===== src/rtl/fc_pkg.sv =====
package fc_pkg;

    typedef enum logic [1:0] {
        PH_INIT  = 2'd0,
        PH_IDLE  = 2'd1,
        PH_BLANK = 2'd2
    } phase_e;

    // number of ways to choose k of n switches
    function automatic int choose(int n, int k);
        int r;
        r = 1;
        for (int j = 1; j <= k; j++) begin
            r = r * (n - k + j) / j;
        end
        return r;
    endfunction

endpackage


===== src/rtl/fc_rotator.sv =====
module fc_rotator
    import fc_pkg::*;
#(
    parameter int N_CELL = 4,
    parameter int CNT_W  = $clog2(N_CELL + 1),
    parameter int IDX_W  = 3
) (
    input  logic             clk,
    input  logic             rst_n,
    input  logic             adv,
    input  logic             dir_up,
    input  logic [CNT_W-1:0] sel,
    output logic [IDX_W-1:0] idx
);

    logic [IDX_W-1:0] idx_q [N_CELL+1];
    logic [IDX_W-1:0] idx_d [N_CELL+1];

    for (genvar k = 0; k <= N_CELL; k++) begin : g_lvl
        localparam int SZ = choose(N_CELL, k);

        always_comb begin
            idx_d[k] = idx_q[k];
            if (adv && (int'(sel) == k)) begin
                if (dir_up) begin
                    idx_d[k] = (int'(idx_q[k]) == SZ - 1) ? '0 : idx_q[k] + 1'b1;
                end else begin
                    idx_d[k] = (idx_q[k] == '0) ? IDX_W'(SZ - 1) : idx_q[k] - 1'b1;
                end
            end
        end

        always_ff @(posedge clk or negedge rst_n) begin
            if (!rst_n) begin
                idx_q[k] <= '0;
            end else begin
                idx_q[k] <= idx_d[k];
            end
        end
    end

    always_comb begin
        idx = '0;
        for (int k = 0; k <= N_CELL; k++) begin
            if (int'(sel) == k) begin
                idx = idx_q[k];
            end
        end
    end

endmodule


===== src/rtl/fc_pattern.sv =====
module fc_pattern #(
    parameter int N_CELL = 4,
    parameter int CNT_W  = $clog2(N_CELL + 1),
    parameter int IDX_W  = 3
) (
    input  logic [CNT_W-1:0]  cnt,
    input  logic [IDX_W-1:0]  idx,
    output logic [N_CELL-1:0] pat
);

    localparam int NCODE = 1 << N_CELL;

    // pick the idx-th code (ascending) holding cnt ones
    always_comb begin
        int seen;
        seen = 0;
        pat  = '0;
        for (int v = 0; v < NCODE; v++) begin
            if ($countones(N_CELL'(v)) == int'(cnt)) begin
                if (seen == int'(idx)) begin
                    pat = N_CELL'(v);
                end
                seen = seen + 1;
            end
        end
    end

endmodule


===== src/rtl/fc5_state_sel.sv =====
module fc5_state_sel
    import fc_pkg::*;
#(
    parameter int N_CELL = 4,
    parameter int DT_W   = 8
) (
    input  logic                    clk,
    input  logic                    rst_n,
    input  logic                    req_valid,
    input  logic signed [2:0]       level_req,
    input  logic                    cur_pos,
    input  logic [DT_W-1:0]         dead_time,
    output logic [N_CELL-1:0]       gate_hi,
    output logic [N_CELL-1:0]       gate_lo,
    output logic                    busy,
    output logic signed [2:0]       level_out
);

    localparam int HALF  = N_CELL / 2;
    localparam int CNT_W = $clog2(N_CELL + 1);
    localparam int IDX_W = $clog2(choose(N_CELL, HALF) + 1);

    typedef struct packed {
        phase_e              ph;
        logic [N_CELL-1:0]   sw;
        logic [N_CELL-1:0]   blank;
        logic [DT_W-1:0]     cnt;
        logic [DT_W-1:0]     dt;
        logic signed [2:0]   lvl;
    } st_t;

    st_t st_q, st_d;

    logic               adv;
    logic [CNT_W-1:0]   tgt_cnt;
    logic [IDX_W-1:0]   rot_idx;
    logic [N_CELL-1:0]  new_pat;
    int                 req_c;
    int                 tgt;
    logic [DT_W-1:0]    dt_lat;

    fc_rotator #(.N_CELL(N_CELL), .CNT_W(CNT_W), .IDX_W(IDX_W)) u_rot (
        .clk    (clk),
        .rst_n  (rst_n),
        .adv    (adv),
        .dir_up (cur_pos),
        .sel    (tgt_cnt),
        .idx    (rot_idx)
    );

    fc_pattern #(.N_CELL(N_CELL), .CNT_W(CNT_W), .IDX_W(IDX_W)) u_pat (
        .cnt (tgt_cnt),
        .idx (rot_idx),
        .pat (new_pat)
    );

    // clamp request, then move one step
    always_comb begin
        req_c = int'(level_req);
        if (req_c > HALF)  req_c = HALF;
        if (req_c < -HALF) req_c = -HALF;
        if (req_c > int'(st_q.lvl)) begin
            tgt = int'(st_q.lvl) + 1;
        end else if (req_c < int'(st_q.lvl)) begin
            tgt = int'(st_q.lvl) - 1;
        end else begin
            tgt = int'(st_q.lvl);
        end
        tgt_cnt = CNT_W'(tgt + HALF);
    end

    always_comb begin
        st_d = st_q;
        adv  = 1'b0;
        case (st_q.ph)
            PH_INIT: begin
                st_d.dt  = dead_time;
                st_d.cnt = dead_time;
                if (dead_time == '0) begin
                    st_d.ph    = PH_IDLE;
                    st_d.blank = '0;
                end else begin
                    st_d.ph = PH_BLANK;
                end
            end
            PH_BLANK: begin
                if (st_q.cnt <= DT_W'(1)) begin
                    st_d.ph    = PH_IDLE;
                    st_d.blank = '0;
                end else begin
                    st_d.cnt = st_q.cnt - 1'b1;
                end
            end
            PH_IDLE: begin
                if (req_valid && (tgt != int'(st_q.lvl))) begin
                    adv      = 1'b1;
                    st_d.sw  = new_pat;
                    st_d.lvl = 3'(tgt);
                    st_d.dt  = dead_time;
                    st_d.cnt = dead_time;
                    if (dead_time == '0) begin
                        st_d.blank = '0;
                    end else begin
                        st_d.blank = new_pat ^ st_q.sw;
                        st_d.ph    = PH_BLANK;
                    end
                end
            end
            default: begin
                st_d.ph = PH_INIT;
            end
        endcase
    end

    always_ff @(posedge clk or negedge rst_n) begin
        if (!rst_n) begin
            st_q.ph    <= PH_INIT;
            st_q.sw    <= '0;
            st_q.blank <= '1;
            st_q.cnt   <= '0;
            st_q.dt    <= '0;
            st_q.lvl   <= 3'(-HALF);
        end else begin
            st_q <= st_d;
        end
    end

    assign gate_hi   = st_q.sw & ~st_q.blank;
    assign gate_lo   = ~st_q.sw & ~st_q.blank;
    assign busy      = (st_q.ph != PH_IDLE);
    assign level_out = st_q.lvl;
    assign dt_lat    = st_q.dt;

endmodule


===== config.mk =====
export PLATFORM = sky130hd
export DESIGN_NAME = fc5_state_sel
export DESIGN_NICKNAME = d
export VERILOG_FILES = /design/src/rtl/fc_pkg.sv /design/src/rtl/fc_rotator.sv /design/src/rtl/fc_pattern.sv /design/src/rtl/fc5_state_sel.sv
export SDC_FILE = /design/constraint.sdc
export NUM_CORES = 1
export LEC_CHECK = 0
export CORE_AREA = 2 2 123 125
export DETAILED_ROUTE_END_ITERATION = 6
export DIE_AREA = 0 0 125 127
export DONT_BUFFER_PORTS = 1
export SLEW_MARGIN = 20
export SYNTH_ARGS = -nofsm -noshare
export SYNTH_HDL_FRONTEND = slang
export SYNTH_HIERARCHICAL = 1
export SYNTH_SLANG_ARGS = --single-unit
export TNS_END_PERCENT = 20

===== constraint.sdc =====
create_clock -name clk -period 25.6 [get_ports clk]
set_input_delay 1.28 -clock clk [delete_from_list [all_inputs] [get_ports clk]]
set_output_delay 1.28 -clock clk [all_outputs]
set_load 0.02 [all_outputs]

==> summary.md, run 1 <==
| Metric | Value |
|---|---|
| Detail-routed net length per standard cell | `between 15 and 20 um` |
| Status | `finished clean` |
| Flip-flop and latch count after synthesis | `36` |
| CTS clock-pin slew for the worst setup and hold paths | `0.06 ns` |
| Number of antenna cells inserted | `0` |
| Flip-flop and latch area | `908.4 sq um` |
| Num CTS Buffers | `5` |
| Class of the tightest hold or removal check | `flip-flop to flip-flop` |
| Global-route total usage across every layer | `0.1364` |
| Worst clock skew | `0.005183 ns` |
| Count of input and output buffers | `0` |
| Tcrit/Tclk final | `0.4355` |
| Wire length after detailed routing | `between 10000 and 15000 um` |
| Number of enable-type register cells in the synthesized netlist | `0` |
| Post-synthesis area per instance | `between 8 and 9 sq um` |
| Number of primary I/O pins | `27` |
| Via-per-instance ratio | `roughly 5.4` |
| Final Hold Vio Count | `0` |
| Post-synth top area cell | `sky130_fd_sc_hd__dfrtp_1` |
| First-pass GRT wire length | `18170 um` |
| CP Max Fanout | `26` |
| Pre-antenna DRT Iters | `5` |
| Setup repair after global routing missed its margin | `false` |
| Warnings, synthesis | `6` |
| Via total after detailed routing | `3797` |
| Final critical-path required period | `between 10 and 15 ns` |
| Final layout net count | `565` |
| HPWL after detailed placement | `about 8300 um` |
| Clock network latency to the later pin of the worst-skew pair | `roughly 0.29 ns` |
| Delay contributed by the slowest stage of the critical path | `around 1.2 ns` |
| Share of synthesized flip-flops with an asynchronous set or reset | `1.000` |
| Library cell used as clock root buffer | `sky130_fd_sc_hd__clkbuf_16` |
| Prevailing post-synth register cell | `sky130_fd_sc_hd__dfrtp_1` |
| Top library cells by usage in the layout, fill and taps aside | `sky130_fd_sc_hd__nand2_1, sky130_fd_sc_hd__inv_1, sky130_fd_sc_hd__ha_1, sky130_fd_sc_hd__nor2_1` |
| Placed cell areas | `~4500 sq um` |
| Fillcell total | `1520` |
| Max Cap Violations | `0` |
| Die height | `~130 um` |
| Capturing element type of the critical path | `flip-flop` |
| Post-CTS Hold Fix Bufs | `0` |
| Setup CP Type | `primary input to flip-flop` |
| Overflow left after global routing | `0` |
| Pins over their slew limit | `0` |
| Via count of the first global-routing pass | `around 3800` |
| Top area cells in the synthesized netlist | `sky130_fd_sc_hd__dfrtp_1, sky130_fd_sc_hd__ha_1, sky130_fd_sc_hd__xnor2_1` |
| Leading cell type in the layout, fill and taps excluded | `sky130_fd_sc_hd__nand2_1` |
| Fraction of layout cells with a size suffix above 1 | `0.1146` |
| FP Rows | `44` |
| Clock tree from TritonCTS | `yes` |
| Net count after synthesis | `approximately 580` |
| Final instance area | `about 4600 sq um` |
| Number of antenna violations at the first check in global routing | `0` |
| Share of Yosys cell area claimed by the top area cell type | `0.1740` |
| First DRT Iteration DRCs | `between 200 and 300` |
| Detailed-route DRC error count | `0` |
| Die width | `roughly 130 um` |
| Critical path required time | `25.79 ns` |
| Final setup vio count | `0` |
| Resize count post-CTS | `0` |
| Buffers from clock root to sink, at most | `2` |
| Slowest stage cell on the critical path | `sky130_fd_sc_hd__fa_1` |
| Post-synthesis cell count | `approximately 520` |
| Post-Layout Cell Count | `roughly 700` |
| Clock sinks | `36` |
| Critical Path AT | `11.34 ns` |
| FMAX | `89.69 MHz` |
| Mapped cell area | `between 4000 and 5000 sq um` |
| Number of nets with antenna violations after routing | `0` |
| Final weighted congestion of routability-driven global placement | `roughly 0.93` |
| Core Area | `~14000 sq um` |
| Post-route setup TNS | `0 ns` |
| Setup repair bufs after CTS | `0` |
| DP Cell Count | `~700` |
| Pin count of the biggest net entering global routing | `37` |
| Maximum level of the CTS H-tree | `2` |
| Synthesis-to-layout area growth | `6.930%` |
| Total area of multi-input combinational cells | `between 3000 and 4000 sq um` |
| Sequential element share of the synthesized area | `0.2105` |
| Full die area | `approximately 16000 sq um` |
| Initial Util | `0.2992` |
| Number of distinct library cell variants in the gate-level netlist after synthesis | `between 90 and 100` |
| Worst slew margin | `0.4194` |
| Transition time at the pin with the least slew margin | `0.8699 ns` |
| Setup crit start kind | `primary input` |
-- metrics by stage --
| step | util | hold slack [ns] | setup WS (ns) |
|---|---|---|---|
| 2_1_floorplan | - | 0.4573 | 15.47 |
| 3_3_place_gp | 0.3099 | 0.4698 | 14.51 |
| 3_5_place_dp | 0.3099 | 0.4783 | 14.26 |
| 4_1_cts | 0.3199 | 0.4883 | 14.51 |
| 5_1_grt | 0.3199 | 0.4991 | 13.62 |
| 6_report | 0.3199 | 0.4865 | 14.45 |
-- cell type report --
cell class,count,area share
clock buffer,5,0.02711
sequential,36,0.1969
tap,184,0.04989
multi-input combinational,425,0.6806
inverter,41,0.03335
clock inverter,3,0.004067
timing repair buffer,5,0.008134
-- synthesized netlist by cell type, drive strengths merged, types with 9 or more instances --
cell type,n
o21ai,33
clkbuf,9
xor2,14
nor2b,11
dfrtp,30
buf,13
inv,40
nand2,63
xnor2,32
nor2,38
a21oi,25
ha,35
nor3,9
nand3,16
-- flip-flops by register name, summed over array words and instances (netlist names) --
name         cells
st_q            18
level_out        3
u_rot/idx_q     15
-- per-layer routing --
| metal | track usage | vias up | part of all wire |
|---|---|---|---|
| met5 | 0 | - | 0 |
| met4 | 0.04706 | 0 | 0.016 |
| met3 | 0.02973 | 17 | 0.055 |
| met2 | 0.2289 | 85 | 0.48 |
| met1 | 0.1744 | 1839 | 0.45 |
| li1 | - | 1856 | - |
-- worst max-delay path, delay by kind of cell --
family                     cells  cell delay, ns
and+or+nand+nor               14            2.53
xor gates and xnor gates       3            0.55
muxes                          3            0.79
adders and majority gates      8            3.19
buffers and inverters          4            1.09
AOI/OAI and AO/OA             10            1.85
-- logic make-up after synthesis --
logic type,after synthesis,share of synthesized area
xor+xnor,46,0.09510
mux,17,0.05190
compound gates,132,0.2262
fa+ha+maj,36,0.1061
simple gates,194,0.2450
buf+inv,63,0.06523
flops,36,0.2105
-- final timing paths --
kind	startpoint	endpoint	slack, ns	depth (start not counted)
setup / recovery	level_req[2]	st_q[22]$_DFFE_PN1P_	14.45	42
hold / removal	st_q[20]$_DFFE_PN1P_	st_q[20]$_DFFE_PN1P_	0.49	2
setup reg to reg	level_out[1]$_DFFE_PN1P_	st_q[22]$_DFFE_PN1P_	15.11	40
hold reg to reg	st_q[20]$_DFFE_PN1P_	st_q[20]$_DFFE_PN1P_	0.49	2
max in group asynchronous	rst_n	st_q[20]$_DFFE_PN1P_	24.73	0
min in group asynchronous	rst_n	st_q[18]$_DFFE_PN0P_	0.69	0
Power of run 1 is left out: the tool's default activity adds up to more than one toggle a clock period on the data nets, which glitch-free logic cannot reach.
==> run 2, diff against run 1 <==
clock period = 10.2 ns   (was 25.6 ns; I/O delays follow)
==> run 2 against run 1 <==
Clock skew fell by 0.0016 ns; register-to-register slack got worse by 14 ns; count of clock-buffer cells in the layout is the same; non-clock buffer count grew 5; first-iteration DRC count shrank 14%; critical endpoint unchanged; highest routed layer unchanged.
==> summary.md, run 2 (synthesized netlist as in run 1, its figures left out) <==
| Metric | Value |
|---|---|
| Status | `finished clean` |
| Setup repair after global routing missed its margin | `false` |
| Fraction of layout cells with a size suffix above 1 | `0.1231 (+0.008514)` |
| Core Area | `14420 sq um (unchanged)` |
| Pin count of the biggest net entering global routing | `31 (-16%)` |
| Pins over their slew limit | `0 (unchanged)` |
| Overflow left after global routing | `0 (unchanged)` |
| Top library cells by usage in the layout, fill and taps aside | `sky130_fd_sc_hd__nand2_1, sky130_fd_sc_hd__inv_1, sky130_fd_sc_hd__ha_1, sky130_fd_sc_hd__nor2_1` |
| Detail-routed net length per standard cell | `15.12 um (-1.3%)` |
| Final critical-path required period | `~9.5 ns` |
| Wire length after detailed routing | `10650 um (-0.64%)` |
| Max FFs per register | `18 (unchanged)` |
| Logic depth of the worst register-to-register path | `44 (+10%)` |
| Post-route setup TNS | `0 ns (unchanged)` |
| Final Hold Vio Count | `0 (unchanged)` |
| Number of antenna cells inserted | `0 (unchanged)` |
| Setup repair bufs after CTS | `0 (unchanged)` |
| Number of primary I/O pins | `27 (unchanged)` |
| FP Rows | `44 (unchanged)` |
| Number of antenna violations at the first check in global routing | `0 (unchanged)` |
| Tcrit/Tclk final | `0.9294` |
| Final layout net count | `570 (+0.88%)` |
| Buffers from clock root to sink, at most | `2 (unchanged)` |
| Pre-antenna DRT Iters | `5 (unchanged)` |
| Clock network latency to the later pin of the worst-skew pair | `0.28 ns (about the same)` |
| Synthesis-to-layout area growth | `8.640%` |
| CP Max Fanout | `11 (-58%)` |
| Initial Util | `0.2992 (unchanged)` |
| Delay contributed by the slowest stage of the critical path | `0.64 ns (-0.51 ns)` |
| CTS clock-pin slew for the worst setup and hold paths | `0.06 ns (about the same)` |
| Setup crit start kind | `flip-flop` |
| First DRT Iteration DRCs | `224 (-14%)` |
| Clock tree from TritonCTS | `yes` |
| Die height | `127 um (unchanged)` |
| Via total after detailed routing | `3802 (+0.13%)` |
| Die width | `125 um (unchanged)` |
| Cell mode on critical path | `sky130_fd_sc_hd__ha_1` |
| Count of input and output buffers | `0 (unchanged)` |
| Detailed-route DRC error count | `0 (unchanged)` |
| Num CTS Buffers | `5 (unchanged)` |
| Max Cap Violations | `0 (unchanged)` |
| Setup CP Type | `flip-flop to flip-flop` |
| Capturing element type of the critical path | `flip-flop` |
| Global-route total usage across every layer | `0.1344 (-0.002001)` |
| Slowest stage cell on the critical path | `sky130_fd_sc_hd__dfstp_2` |
| Class of the tightest hold or removal check | `primary input to async pin` |
| FMAX | `between 100 and 150 MHz` |
| Clock sinks | `36 (unchanged)` |
| Critical Path AT | `9.67 ns (-1.67 ns)` |
| Register with the most flip-flops | `st_q` |
| Via count of the first global-routing pass | `3762 (-0.13%)` |
| Full die area | `15880 sq um (unchanged)` |
| Leading cell type in the layout, fill and taps excluded | `sky130_fd_sc_hd__nand2_1` |
| Worst clock skew | `0.003607 ns (-0.001575 ns)` |
| Final setup vio count | `0 (unchanged)` |
| Number of nets with antenna violations after routing | `0 (unchanged)` |
| Via-per-instance ratio | `5.401 (-0.58%)` |
| Library cell used as clock root buffer | `sky130_fd_sc_hd__clkbuf_16` |
| Maximum level of the CTS H-tree | `2 (unchanged)` |
| Transition time at the pin with the least slew margin | `0.5598 ns (-0.3101 ns)` |
| Critical path required time | `10.39 ns (-15.40 ns)` |
| Worst slew margin | `0.6172 (+0.1978)` |
| Final weighted congestion of routability-driven global placement | `0.9427 (+1.2%)` |
| First-pass GRT wire length | `18170 um (about the same)` |
| HPWL after detailed placement | `8133 um (-1.8%)` |
| Fillcell total | `1493 (-1.8%)` |
-- run 2: cell count changes in the layout (fill, tap and decap cells not counted), sizes merged --
| cell | change |
|---|---|
| buf | +5 |
| clkinvlp | +1 |
| bufinv | +1 |
| clkinv | -2 |
-- run 2: path summary, 6_finish.rpt --
| check | slack, ns | start | endpoint |
|---|---|---|---|
| max in group asynchronous | 9.97 | rst_n | u_rot/idx_q[6]$_DFFE_PN0P_ |
| worst max-delay path | 0.72 | level_out[1]$_DFFE_PN1P_ | st_q[22]$_DFFE_PN1P_ |
| worst min-delay path | 0.05 | rst_n | st_q[17]$_DFFE_PN0P_ |
| worst max register to register | 0.72 | level_out[1]$_DFFE_PN1P_ | st_q[22]$_DFFE_PN1P_ |
| worst min register to register | 0.49 | st_q[21]$_DFFE_PN1P_ | st_q[21]$_DFFE_PN1P_ |
| min in group clk | 0.35 | cur_pos | u_rot/idx_q[11]$_DFFE_PN0P_ |
-- run 2: worst max-delay path, delay by kind of cell (launching register included) --
family | cells | cell delay [ns]
multiplexers | 3 | 0.79
adder cells (fa/ha/maj) | 9 | 2.61
AND/OR/NAND/NOR | 13 | 2.34
buffers and inverters | 4 | 0.32
AO/OA/AOI/OAI | 11 | 1.89
XOR/XNOR | 4 | 0.80
flip-flops | 1 | 0.64
-- run 2: what timing repair did --
action | CTS | global route
endpoints found under the hold margin | 30 | 0
gates resized for setup | 0 | 0
endpoints found under the setup margin | 0 | 0
hold buffers | 1 | 0
-- run 2: per-stage QoR --
| step | utilization | instance area [sq um] | cells | setup WS [ns] | hold WS, ns |
|---|---|---|---|---|---|
| finish | 0.3250 | 4688 | 704 | 0.7200 | 0.04617 |
| global placement | 0.3120 | 4501 | 695 | 0.8424 | 0.2155 |
| detailed placement | 0.3120 | 4501 | 695 | 0.6499 | 0.2156 |
| CTS | 0.3250 | 4688 | 704 | 0.7691 | 0.05056 |
| global route | 0.3250 | 4688 | 704 | 0.01690 | 0.04837 |
| floorplan | - | 4315 | 524 | 0.8442 | 0.2144 |
-- run 2: routing by layer --
layer,GRT usage,part of all wire
met5,0,0
met4,0.05163,0.020
met3,0.02429,0.043
met2,0.2295,0.48
met1,0.1696,0.46
-- run 2: final cells by class --
class / instances / area (sq um) / area share
multi-input cells: 425 / 3141 / 0.6699
flip-flops and latches: 36 / 908.4 / 0.1938
well taps: 184 / 230.2 / 0.04911
inverters: 41 / 153.9 / 0.03283
clock buffers: 5 / 125.1 / 0.02669
repair buffers: 10 / 87.58 / 0.01868
clock inverters: 3 / 42.54 / 0.009074
Power of run 2 is left out for the same reason.
==> run 3, diff against run 2 <==
RECOVER_POWER = 100   (was unset)
==> run 3 against run 2 <==
The run now ends with capacitance limit, slew limit left; register-to-register slack barely moved; routed wire length is 0.54% lower; hold slack gained 0.015 ns; sequential cell count is the same; non-clock buffer count is the same; highest routed layer unchanged.
==> summary.md, run 3 (synthesized netlist as in run 1, its figures left out) <==
| Metric | Value |
|---|---|
| Detailed-route DRC error count | `0 (unchanged)` |
| Overflow left after global routing | `0 (unchanged)` |
| FP Rows | `44 (unchanged)` |
| Via-per-instance ratio | `5.415 (+0.26%)` |
| Tcrit/Tclk final | `0.9280 (-0.001451)` |
| Fraction of layout cells with a size suffix above 1 | `0.1173 (-0.005769)` |
| Leading cell type in the layout, fill and taps excluded | `sky130_fd_sc_hd__nand2_1` |
| Library cell used as clock root buffer | `sky130_fd_sc_hd__clkbuf_16` |
| Via total after detailed routing | `3812 (+0.26%)` |
| Full die area | `15880 sq um (unchanged)` |
| Final Hold Vio Count | `0 (unchanged)` |
| Logic depth of the worst register-to-register path | `44 (unchanged)` |
| HPWL after detailed placement | `8133 um (unchanged)` |
| Buffers from clock root to sink, at most | `2 (unchanged)` |
| CP Max Fanout | `11 (unchanged)` |
| Number of antenna violations at the first check in global routing | `0 (unchanged)` |
| Delay contributed by the slowest stage of the critical path | `0.64 ns (about the same)` |
| Final Util | `0.3232 (-0.001822)` |
| Register with the most flip-flops | `st_q` |
| Class of the tightest hold or removal check | `primary input to async pin` |
| Number of nets with antenna violations after routing | `0 (unchanged)` |
| Worst clock skew | `0.003814 ns (+0.0002065 ns)` |
| Critical path required time | `10.39 ns (about the same)` |
| First DRT Iteration DRCs | `182 (-19%)` |
| Die height | `127 um (unchanged)` |
| Final critical-path required period | `9.465 ns (-0.01480 ns)` |
| Worst slew margin | `-0.1291 (-0.7463)` |
| Final weighted congestion of routability-driven global placement | `0.9427 (unchanged)` |
| Max FFs per register | `18 (unchanged)` |
| Setup slack, reg-to-reg | `0.73 ns (about the same)` |
| Pre-antenna DRT Iters | `5 (unchanged)` |
| Synthesis-to-layout area growth | `8.031%` |
| Number of antenna cells inserted | `0 (unchanged)` |
| Post-route setup TNS | `0 ns (unchanged)` |
| Number of primary I/O pins | `27 (unchanged)` |
| Maximum level of the CTS H-tree | `2 (unchanged)` |
| Global-route total usage across every layer | `0.1344 (unchanged)` |
| Clock tree from TritonCTS | `yes` |
| Final setup vio count | `0 (unchanged)` |
| Count of input and output buffers | `0 (unchanged)` |
| Setup crit start kind | `flip-flop` |
| Num CTS Buffers | `5 (unchanged)` |
| Pin count of the biggest net entering global routing | `31 (unchanged)` |
| Cell mode on critical path | `sky130_fd_sc_hd__ha_1` |
| Detail-routed net length per standard cell | `15.04 um (-0.54%)` |
| Initial Util | `0.2992 (unchanged)` |
| Transition time at the pin with the least slew margin | `1.694 ns (+1.134 ns)` |
| Status | `finished with violations` |
| FMAX | `105.7 MHz (+0.16%)` |
| Resize count post-CTS | `0 (unchanged)` |
| Die width | `125 um (unchanged)` |
| Setup repair after global routing missed its margin | `false` |
| Clock network latency to the later pin of the worst-skew pair | `0.29 ns (about the same)` |
| RR Startpoint | `level_out[1]$_DFFE_PN1P_` |
| Core Area | `14420 sq um (unchanged)` |
| Critical Path AT | `9.66 ns (about the same)` |
| First-pass GRT wire length | `18170 um (unchanged)` |
| Max Cap Violations | `1 (+1)` |
| Final layout net count | `570 (unchanged)` |
| Violated checks | `capacitance limit, slew limit` |
| Top library cells by usage in the layout, fill and taps aside | `sky130_fd_sc_hd__nand2_1, sky130_fd_sc_hd__inv_1, sky130_fd_sc_hd__ha_1, sky130_fd_sc_hd__nor2_1` |
| Count of buffer and inverter cells on the critical path | `4 (unchanged)` |
| Slowest stage cell on the critical path | `sky130_fd_sc_hd__dfstp_2` |
| Worst path top cell family by delay | `adder cells` |
| Wire length after detailed routing | `10590 um (-0.54%)` |
| Endpoint of the lowest-slack register-to-register path | `st_q[22]$_DFFE_PN1P_` |
| Pins over their slew limit | `31 (+31)` |
| Clock sinks | `36 (unchanged)` |
| CTS clock-pin slew for the worst setup and hold paths | `0.06 ns (about the same)` |
| Via count of the first global-routing pass | `3762 (unchanged)` |
| Setup CP Type | `flip-flop to flip-flop` |
| Capturing element type of the critical path | `flip-flop` |
## run 3: cell types whose count changed in the layout (fill, tap and decap cells not counted), sizes merged
cell,delta
clkbuf,+1
buf,-1
## run 3: metrics by stage
stage                     hold slack, ns  worst slack, ns  cell area, sq um  cells
after global routing             0.04813          0.02119              4662    704
after global placement            0.2155           0.8424              4501    695
after detailed placement          0.2156           0.6499              4501    695
after CTS                        0.05056           0.7691              4688    704
after floorplan                   0.2144           0.8442              4315    524
final                            0.06098           0.7348              4662    704
## run 3: per-layer routing
layer / wire length, um / GRT usage / vias to the layer above / part of all wire
li1: - / - / 1856 / -
met1: 4671 / 0.1696 / 1822 / 0.44
met2: 5132 / 0.2295 / 115 / 0.48
met3: 570 / 0.02429 / 19 / 0.054
met4: 214 / 0.05163 / 0 / 0.020
met5: 0 / 0 / - / 0
## run 3: how the worst max path moves through the flow
stage | slack (ns) | end | cells past startpoint | startpoint
after floorplan | 0.84 | st_q[22]$_DFFE_PN1P_ | 49 | level_req[2]
after global placement | 0.84 | st_q[22]$_DFFE_PN1P_ | 46 | level_req[2]
after detailed placement | 0.65 | st_q[22]$_DFFE_PN1P_ | 46 | level_req[2]
after CTS | 0.77 | st_q[22]$_DFFE_PN1P_ | 44 | level_out[1]$_DFFE_PN1P_
after global routing | 0.02 | st_q[22]$_DFFE_PN1P_ | 45 | level_out[1]$_DFFE_PN1P_
final | 0.73 | st_q[22]$_DFFE_PN1P_ | 44 | level_out[1]$_DFFE_PN1P_
## run 3: cell type report
type	count	area [sq um]
Clock buffer	5	125.1
Clock inverter	3	42.54
Fill cell	1496	9762
Inverter	41	153.9
Multi-Input combinational cell	425	3131
Sequential cell	36	908.4
Tap cell	184	230.2
Timing Repair Buffer	10	71.32
## run 3: what timing repair did
| action | 4_1_cts | 5_1_grt |
|---|---|---|
| hold buffers | 1 | 0 |
| buffers inserted | 0 | 0 |
| hold endpoints to repair | 30 | 0 |
| setup endpoints to repair | 0 | 0 |
Power of run 3 is left out for the same reason.
